**src/rtl/dgsr_pkg.sv**
```systemverilog
package dgsr_pkg;
  // Per-channel command from control to datapath for one system cycle.
  typedef struct packed {
    logic shiftEn;   // shift this channel in the current cycle
    logic serialBit; // bit entering stage 0 when shifting
  } chStrobe_t;
endpackage

```
**src/rtl/dgsr_sync.sv**
```systemverilog
module dgsr_sync #(
  parameter int WIDTH  = 1,
  parameter int STAGES = 2
) (
  input  logic             clk,
  input  logic             rstN,
  input  logic [WIDTH-1:0] asyncIn,
  output logic [WIDTH-1:0] syncOut
);
  logic [STAGES-1:0][WIDTH-1:0] chain;

  always_ff @(posedge clk or negedge rstN) begin
    if (!rstN) begin
      chain <= '0;
    end else begin
      chain[0] <= asyncIn;
      for (int i = 1; i < STAGES; i++) begin
        chain[i] <= chain[i-1];
      end
    end
  end

  assign syncOut = chain[STAGES-1];
endmodule

```
**src/rtl/dgsr_ctrl.sv**
```systemverilog
module dgsr_ctrl
  import dgsr_pkg::*;
#(
  parameter int NUM_CH      = 2,
  parameter int SYNC_STAGES = 2
) (
  input  logic                   clk,
  input  logic                   rstN,
  input  logic [NUM_CH-1:0]      chClk,
  input  logic                   commonClk,
  input  logic [NUM_CH-1:0]      sel,
  input  logic [NUM_CH-1:0]      dLow,
  input  logic [NUM_CH-1:0]      dHigh,
  output chStrobe_t [NUM_CH-1:0] strobes
);
  // The edge detector is armed once the synchronizers and prevEff hold real pin levels.
  localparam int ARM_LIMIT = SYNC_STAGES + 1;
  localparam int ARM_W     = $clog2(ARM_LIMIT + 1);

  logic [NUM_CH-1:0] chSync;
  logic              commonSync;
  logic [NUM_CH-1:0] effClk;
  logic [NUM_CH-1:0] prevEff;
  logic [ARM_W-1:0]  armCnt;
  logic              armed;

  dgsr_sync #(.WIDTH(NUM_CH), .STAGES(SYNC_STAGES)) u_chSync (
    .clk(clk), .rstN(rstN), .asyncIn(chClk), .syncOut(chSync)
  );

  dgsr_sync #(.WIDTH(1), .STAGES(SYNC_STAGES)) u_commonSync (
    .clk(clk), .rstN(rstN), .asyncIn(commonClk), .syncOut(commonSync)
  );

  assign effClk = chSync | {NUM_CH{commonSync}};
  assign armed  = (armCnt == ARM_W'(ARM_LIMIT));

  always_ff @(posedge clk or negedge rstN) begin
    if (!rstN) begin
      prevEff <= '0;
      armCnt  <= '0;
    end else begin
      prevEff <= effClk;
      if (!armed) armCnt <= armCnt + 1'b1;
    end
  end

  for (genvar c = 0; c < NUM_CH; c++) begin : g_strobe
    always_comb begin
      strobes[c].shiftEn   = armed & effClk[c] & ~prevEff[c];
      strobes[c].serialBit = sel[c] ? dHigh[c] : dLow[c];
    end
  end
endmodule

```
**src/rtl/dgsr_datapath.sv**
```systemverilog
module dgsr_datapath
  import dgsr_pkg::*;
#(
  parameter int NUM_CH = 2,
  parameter int DEPTH  = 8
) (
  input  logic                               clk,
  input  logic                               rstN,
  input  chStrobe_t [NUM_CH-1:0]             strobes,
  output logic      [NUM_CH-1:0][DEPTH-1:0]  stages,
  output logic      [NUM_CH-1:0]             qTrue,
  output logic      [NUM_CH-1:0]             qComp
);
  for (genvar c = 0; c < NUM_CH; c++) begin : g_ch
    always_ff @(posedge clk or negedge rstN) begin
      if (!rstN) begin
        stages[c] <= '0;
      end else if (strobes[c].shiftEn) begin
        stages[c] <= {stages[c][DEPTH-2:0], strobes[c].serialBit};
      end
    end
    assign qTrue[c] = stages[c][DEPTH-1];
    assign qComp[c] = ~stages[c][DEPTH-1];
  end
endmodule

```
**src/rtl/dual_gated_shifter.sv**
```systemverilog
module dual_gated_shifter
  import dgsr_pkg::*;
#(
  parameter int NUM_CH      = 2,
  parameter int DEPTH       = 8,
  parameter int SYNC_STAGES = 2
) (
  input  logic              clk,
  input  logic              rstN,
  input  logic [NUM_CH-1:0] chClk,
  input  logic              commonClk,
  input  logic [NUM_CH-1:0] sel,
  input  logic [NUM_CH-1:0] dLow,
  input  logic [NUM_CH-1:0] dHigh,
  output logic [NUM_CH-1:0] qTrue,
  output logic [NUM_CH-1:0] qComp
);
  chStrobe_t [NUM_CH-1:0]        strobes;
  logic [NUM_CH-1:0][DEPTH-1:0]  stages;

  dgsr_ctrl #(.NUM_CH(NUM_CH), .SYNC_STAGES(SYNC_STAGES)) u_ctrl (
    .clk(clk), .rstN(rstN), .chClk(chClk), .commonClk(commonClk),
    .sel(sel), .dLow(dLow), .dHigh(dHigh), .strobes(strobes)
  );

  dgsr_datapath #(.NUM_CH(NUM_CH), .DEPTH(DEPTH)) u_datapath (
    .clk(clk), .rstN(rstN), .strobes(strobes), .stages(stages),
    .qTrue(qTrue), .qComp(qComp)
  );
endmodule

```
**config.mk**
```make
export PLATFORM = sky130hd
export DESIGN_NAME = dual_gated_shifter
export DESIGN_NICKNAME = d
export VERILOG_FILES = /design/src/rtl/dgsr_pkg.sv /design/src/rtl/dgsr_sync.sv /design/src/rtl/dgsr_ctrl.sv /design/src/rtl/dgsr_datapath.sv /design/src/rtl/dual_gated_shifter.sv
export SDC_FILE = /design/constraint.sdc
export NUM_CORES = 1
export LEC_CHECK = 0
export CAP_MARGIN = 10
export CORE_ASPECT_RATIO = 1.25
export CORE_MARGIN = 2
export CORE_UTILIZATION = 51
export DETAILED_ROUTE_END_ITERATION = 12
export PLACE_DENSITY = 0.78
export SYNTH_ARGS = -nofsm -noshare
export SYNTH_HDL_FRONTEND = slang
export SYNTH_SLANG_ARGS = --single-unit
```
**constraint.sdc**
```tcl
create_clock -name clk -period 2 [get_ports clk]
set_clock_uncertainty 0.1 [all_clocks]
set_input_delay 0.2 -clock clk [delete_from_list [all_inputs] [get_ports clk]]
set_output_delay 0.2 -clock clk [all_outputs]
set_load 0.1 [all_outputs]
```
==> results of run 1 <==
## logic make-up (layout without fill, tap and decap cells)
logic type,Yosys count,count (layout),share of synthesized area [%]
muxes,19,19,26.8
xor gates and xnor gates,1,1,0.858
and+or+nand+nor,4,4,2.94
buffers and inverters,6,20,4.41
adders and majority gates,1,1,1.23
DFF,26,26,63.7
## cell usage in the layout, fill, tap and decap left out
cell type / n
clkbuf_4: 3
buf_4: 5
mux2_4: 16
xnor2_1: 1
dfrtp_1: 26
mux2_2: 3
inv_1: 2
clkdlybuf4s50_1: 10
ha_1: 1
and3b_1: 2
or2_1: 2
## layer usage
metal / track usage (%) / part of all wire, % / up-vias
met3: 4.03 / 3.4 / 2
met2: 20.6 / 50 / 9
li1: - / - / 217
met1: 16.1 / 45 / 230
met4: 9.09 / 0.94 / 0
met5: 0 / 0 / -
## layout make-up
cell class / instances / area (sq um)
flip-flops and latches: 26 / 651
inverters: 2 / 7.51
fillers: 149 / 768
multi-input cells: 25 / 325
clock buffers: 3 / 22.5
well taps: 20 / 25.0
repair buffers: 15 / 138
## power by group
part / switching (uW) / leakage, uW / internal (uW)
clock: 133 / 0.0000138 / 70.3
sequential: 84.2 / 0.000302 / 671
combinational: 359 / 0.000225 / 260
total: 577 / 0.000541 / 1000
## how the worst max path moves through the flow
stage	from	cells after the start	slack, ns	endpoint
6_report	u_ctrl.armCnt[0]$_DFFE_PN0P_	3	0.31	u_datapath.stages[8]$_DFFE_PN0P_
5_1_grt	u_ctrl.armCnt[0]$_DFFE_PN0P_	3	0.23	u_datapath.stages[8]$_DFFE_PN0P_
4_1_cts	u_ctrl.armCnt[0]$_DFFE_PN0P_	3	0.30	u_datapath.stages[8]$_DFFE_PN0P_
3_5_place_dp	u_ctrl.armCnt[0]$_DFFE_PN0P_	3	0.32	u_datapath.stages[8]$_DFFE_PN0P_
3_3_place_gp	u_ctrl.armCnt[0]$_DFFE_PN0P_	3	0.38	u_datapath.stages[8]$_DFFE_PN0P_
2_1_floorplan	u_ctrl.armCnt[0]$_DFFE_PN0P_	4	0.57	u_datapath.qTrue[0]$_DFFE_PN0P_
## worst max-delay path: stages, from the launching register on
cell and delay, ns:
dfrtp_1 0.39, ha_1 0.24, and3b_1 0.51, mux2_4 0.35
## per-stage QoR
step | instance area (sq um) | util, % | std cells | worst slack (ns) | total power (uW)
2_1_floorplan | 1020 | - | 57 | 0.569 | 1290
3_3_place_gp | 1150 | 59.2 | 88 | 0.378 | 1380
3_5_place_dp | 1150 | 59.2 | 88 | 0.316 | 1390
4_1_cts | 1170 | 60.3 | 91 | 0.296 | 1590
5_1_grt | 1170 | 60.3 | 91 | 0.226 | 1660
6_report | 1170 | 60.3 | 91 | 0.312 | 1580
## state kept, by name (all words and copies together), names as in the netlist
register,count
u_ctrl.prevEff,2
u_datapath.qTrue,2
u_ctrl.u_chSync.syncOut,2
u_ctrl.u_commonSync.syncOut,1
u_ctrl.armCnt,2
u_ctrl.u_commonSync.chain,1
u_datapath.stages,14
u_ctrl.u_chSync.chain,2
==> key figures, run 1 <==
Yosys
  – Cell with the most instances after synthesis: dfrtp_1
  – Syn_area_per_cell: 17.9 sq um
  – Yosys top cell area share: 63.7%
  – Register area share after synthesis: 63.7%
  – EDFF count, synth: 0
  – Biggest area consumer among synthesized cells: dfrtp_1
  – Asr flop ratio synth: 100%
  – Synth top area cells: dfrtp_1, mux2_4, mux2_2
  – Synthesis-stage register bit count: 26
  – Top_reg_cell synth: dfrtp_1
  – Yosys Warn Count: 0
  – Syn_nets: 69
  – Post-synth cell types: 10
  – Synth cell count leaders: dfrtp_1, mux2_4, mux2_2
  – Synth Cell Area: 0.00102 sq mm
  – Cell count after synthesis: 57

Drt
  – Via Count: 458
  – Wire length per cell: 14.1 um
  – DRC: 0
  – Pre-Repair DR Iteration Count: 3
  – First DRT Iteration DRCs: 1
  – Final ANT Viol Nets: 0
  – Vias per cell: 5.03
  – Final WL: 1.28 mm

Worst setup path
  – Critical path class: register to register
  – Critical R2R Capture: u_datapath.stages[8]$_DFFE_PN0P_
  – FF-to-FF Start: u_ctrl.armCnt[0]$_DFFE_PN0P_
  – R2r worst-path depth: 3
  – CP required: 2.10 ns
  – Crit-path max FO: 8
  – Crit path arrival time: 1.79 ns
  – CP startpoint kind: register
  – CP endpoint kind: register
  – R2r setup slk: 0.31 ns

Power and ir drop
  – Leakage: 0.000541 uW
  – VDD IR max: 0.000617 V
  – Pwr dens: 1350 mW/mm^2

STA
  – Final Cycle Share: 84.4%
  – Fin. Hold Viols: 0
  – Worst-margin pin slew: 0.507 ns
  – Min Hold Slack: 0.144 ns
  – Final min period: 1.69 ns
  – RSZ-0062 raised after global routing: no
  – Final Max Tran Viols: 0
  – TNS Setup: 0 ns
  – Achievable clock frequency: 592 MHz
  – Slew HR: 66.2%
  – Final setup viols: 0

Clocking
  – Root Driver: clkbuf_4
  – CTS tree: built
  – Post-CTS Setup Inserts: 0
  – CTS Hold Bufs: 0
  – Clock-pin slew on the worst setup and hold paths: 0.12 ns
  – Clock Latency Late Sink: 0.30 ns
  – # clock sinks: 26
  – Max Buffers Root-to-Sink: 2
  – Post_cts resized: 0
  – Num CTS Buffers: 3
  – H-tree depth: 1

Floorplan
  – Chip Width: 44.0 um
  – Height of the chip: 54.0 um
  – I/O pin count: 15
  – Core Footprint: 0.00194 sq mm
  – Die ar.: 0.00238 sq mm
  – Placement row count: 18
  – Initial Utilization: 52.7%

Placed design
  – Post-DP HPWL: 910 um
  – RePlAce Congestion: 0.635
  – PortBufs: 14

Global routing
  – Gr usage total: 13.4%
  – Initial antenna violation count: 0
  – First-pass GRT wire length: 2.15 mm
  – Vias in the first global route: 482
  – Largest net degree at the start of global routing: 27
  – Total global routing overflow: 0

Final layout
  – Syn-to-layout area delta: 14.5%
  – Net count, final: 85
  – Layout cell share with drive strength beyond 1: 38.0%
  – # diodes: 0

Run status
  – Outcome: finished clean

Job
  – Max-cap violations: 0

Hold path
  – Worst Hold Class: input port to async pin
Power figures use the tool's default switching activity.
==> run 2: changes to the inputs <==
- CORE_UTILIZATION: 51 -> 46
- PLACE_DENSITY: 0.78 -> 0.74
- clock period: 2 -> 1.4 ns (I/O delays scaled with it)
==> run 2 against run 1 <==
  * The flow now finishes with violations (negative setup slack)
  * Combinational power grew 68%
  * Non-clock buffer count increased by 5
  * Flip-flop and latch count stayed put
  * Cell count increased by 7.7%
  * Largest power group unchanged
  * Critical path depth stayed put
  * Core utilization up 0.074 points
  * Routed wire length grew 7.3%
  * First-iteration DRC count did not move
  * Setup slack lost 0.38 ns
==> key figures, run 2 (synthesis gave the netlist of run 1 again) <==
Run status
  – Outcome: finished, violations left
  – Failing checks: negative setup slack

Final layout
  – Area of the multi-input gates: 330 sq um (+1.5%)
  – Commonest non-fill, non-tap cell in the layout: dfrtp_1
  – Largest register FFs: 14 (unchanged)
  – Syn-to-layout area delta: 26.6%
  – Most frequent cells in the layout: dfrtp_1, mux2_4, clkdlybuf4s50_1, buf_4, buf_12
  – Biggest register: u_datapath.stages
  – Layout cell share with drive strength beyond 1: 46.8% (+8.7 points)
  – Number of fill cells: 152 (+2.0%)
  – Net count, final: 90 (+5.9%)
  – # diodes: 0 (unchanged)
  – Reg area: 651 sq um (unchanged)
  – Fin cells: 98 (+7.7%)

STA
  – Slew HR: 78.9% (+13 points)
  – Final Cycle Share: 105% (+21 points)
  – Final min period: 1.47 ns (-0.215 ns)
  – Final setup viols: 16 (+16)
  – Worst-margin pin slew: 0.317 ns (-0.190 ns)
  – Worst setup margin: -0.0726 ns (-0.385 ns)
  – Final Max Tran Viols: 0 (unchanged)
  – Achievable clock frequency: 679 MHz (+15%)
  – RSZ-0062 raised after global routing: yes
  – Fin. Hold Viols: 0 (unchanged)

Clocking
  – # clock sinks: 26 (unchanged)
  – CTS tree: built
  – Num CTS Buffers: 3 (unchanged)
  – Max Buffers Root-to-Sink: 2 (unchanged)
  – Root Driver: clkbuf_4
  – Clock Latency Late Sink: 0.31 ns (about the same)
  – H-tree depth: 1 (unchanged)
  – Clock-pin slew on the worst setup and hold paths: 0.14 ns (+0.02 ns)

Global routing
  – Largest net degree at the start of global routing: 27 (unchanged)
  – Busiest grt layer: met2
  – Global routing usage on met2: 19.2% (-1.3 points)
  – GR Util met3: 1.93% (-2.1 points)
  – Total global routing overflow: 0 (unchanged)
  – Gr usage total: 13.1% (-0.26 points)
  – First-pass GRT wire length: 2.46 mm (+14%)
  – Met1 usage: 18.8% (+2.7 points)
  – Vias in the first global route: 522 (+8.3%)
  – Initial antenna violation count: 0 (unchanged)

Worst setup path
  – Cells along the critical path: or2_1 > and3b_2 > mux2_4
  – Critical path class: register to register
  – Crit-path max FO: 8 (unchanged)
  – CP startpoint kind: register
  – CP endpoint kind: register
  – Crit path largest cell delay: 0.40 ns (-0.11 ns)
  – Crit path arrival time: 1.57 ns (-0.22 ns)
  – CP required: 1.50 ns (-0.60 ns)
  – Critical path's slowest cell: dfrtp_1

Power and ir drop
  – Reg power frac: 41.7% (-6.2 points)
  – Sw frac: 33.4% (-3.1 points)
  – Cell Int Power: 1760 uW (+76%)
  – Net Sw Power: 884 uW (+53%)
  – Comb pwr share: 39.5% (+0.3 points)
  – Leakage: 0.000592 uW (+9.6%)
  – Pwr dens: 2040 mW/mm^2 (+51%)
  – Clock Power Share: 18.8% (+5.9 points)
  – VDD IR max: 0.00112 V (+82%)

Drt
  – Pre-Repair DR Iteration Count: 2 (-1)
  – Wire length per cell: 14.1 um (-0.34%)
  – First DRT Iteration DRCs: 1 (unchanged)
  – Vias per cell: 4.90 (-2.7%)
  – DRC: 0 (unchanged)
  – Via Count: 480 (+4.8%)
  – Final WL: 1.38 mm (+7.3%)
  – Final ANT Viol Nets: 0 (unchanged)

Hold path
  – Worst Hold Class: input port to async pin

Floorplan
  – Placement row count: 19 (+1)
  – Chip Width: 46.1 um (+4.8%)
  – Die ar.: 0.00261 sq mm (+10%)
  – Initial Utilization: 47.7% (-5.0 points)
  – Height of the chip: 56.7 um (+4.9%)
  – I/O pin count: 15 (unchanged)
  – Core Footprint: 0.00214 sq mm (+10%)

Placed design
  – RePlAce Congestion: 0.650 (+2.4%)
  – Dpl ws: -0.189 ns (-0.505 ns)
  – Placed Instances: 91 (+3.4%)
  – PortBufs: 14 (unchanged)

Job
  – Max-cap violations: 0 (unchanged)
## run 2: final timing paths
kind	depth (start not counted)	slack [ns]	start	to
max	3	-0.07	u_ctrl.u_commonSync.syncOut$_DFF_PN0_	u_datapath.stages[10]$_DFFE_PN0P_
min	2	0.07	rstN	u_datapath.stages[1]$_DFFE_PN0P_
max reg2reg	3	-0.07	u_ctrl.u_commonSync.syncOut$_DFF_PN0_	u_datapath.stages[10]$_DFFE_PN0P_
min reg2reg	0	0.27	u_ctrl.u_chSync.chain[1]$_DFF_PN0_	u_ctrl.u_chSync.syncOut[1]$_DFF_PN0_
max in group asynchronous	2	0.88	rstN	u_datapath.stages[13]$_DFFE_PN0P_
min in group clk	1	0.14	chClk[0]	u_ctrl.u_chSync.chain[0]$_DFF_PN0_
## run 2: final cells by class
| type | instances | area share (%) |
|---|---|---|
| well taps | 21 | 2.03 |
| clock inverters | 1 | 2.32 |
| flip-flops and latches | 26 | 50.3 |
| clock buffers | 3 | 1.74 |
| multi-input cells | 25 | 25.6 |
| inverters | 2 | 0.581 |
| repair buffers | 20 | 17.4 |
## run 2: repair_timing
action                                  CTS  global route
setup buffers                             2             1
gates resized for setup                   2             0
endpoints found under the setup margin   16            16
cloned                                    0             0
pin swaps                                 4             0
hold buffers                              0             0
## run 2: worst max-delay path: cells and delay by family, from the launching register on
kind | cells | cell delay [ns]
multiplexers | 1 | 0.33
AND/OR/NAND/NOR | 2 | 0.53
flip-flops | 1 | 0.40
## run 2: metal layers
metal	part of all wire (%)	up-vias	wire [um]
met4	0	0	0
met3	2.3	0	32
met5	0	-	0
li1	-	231	-
met1	47	240	651
met2	50	9	694
## run 2: power groups by stage
stage               Clock [uW]  Combinational [uW]  Sequential [uW]
finish                     496                1040             1100
floorplan                    0                 783             1060
global placement             0                1030             1100
global route               550                1090             1130
detailed placement           0                1040             1110
CTS                        513                1050             1110
## run 2: stage by stage
stage | TNS [ns] | total power (uW) | hold slack [ns] | cell area [sq um] | utilization [%]
detailed placement | -2.70 | 2160 | 0.240 | 1210 | 56.8
CTS | -0.772 | 2670 | 0.0738 | 1280 | 60.1
global route | -1.47 | 2770 | 0.0827 | 1290 | 60.4
global placement | -2.07 | 2130 | 0.232 | 1210 | 56.8
floorplan | 0 | 1840 | -0.256 | 1020 | -
finish | -0.834 | 2640 | 0.0726 | 1290 | 60.4
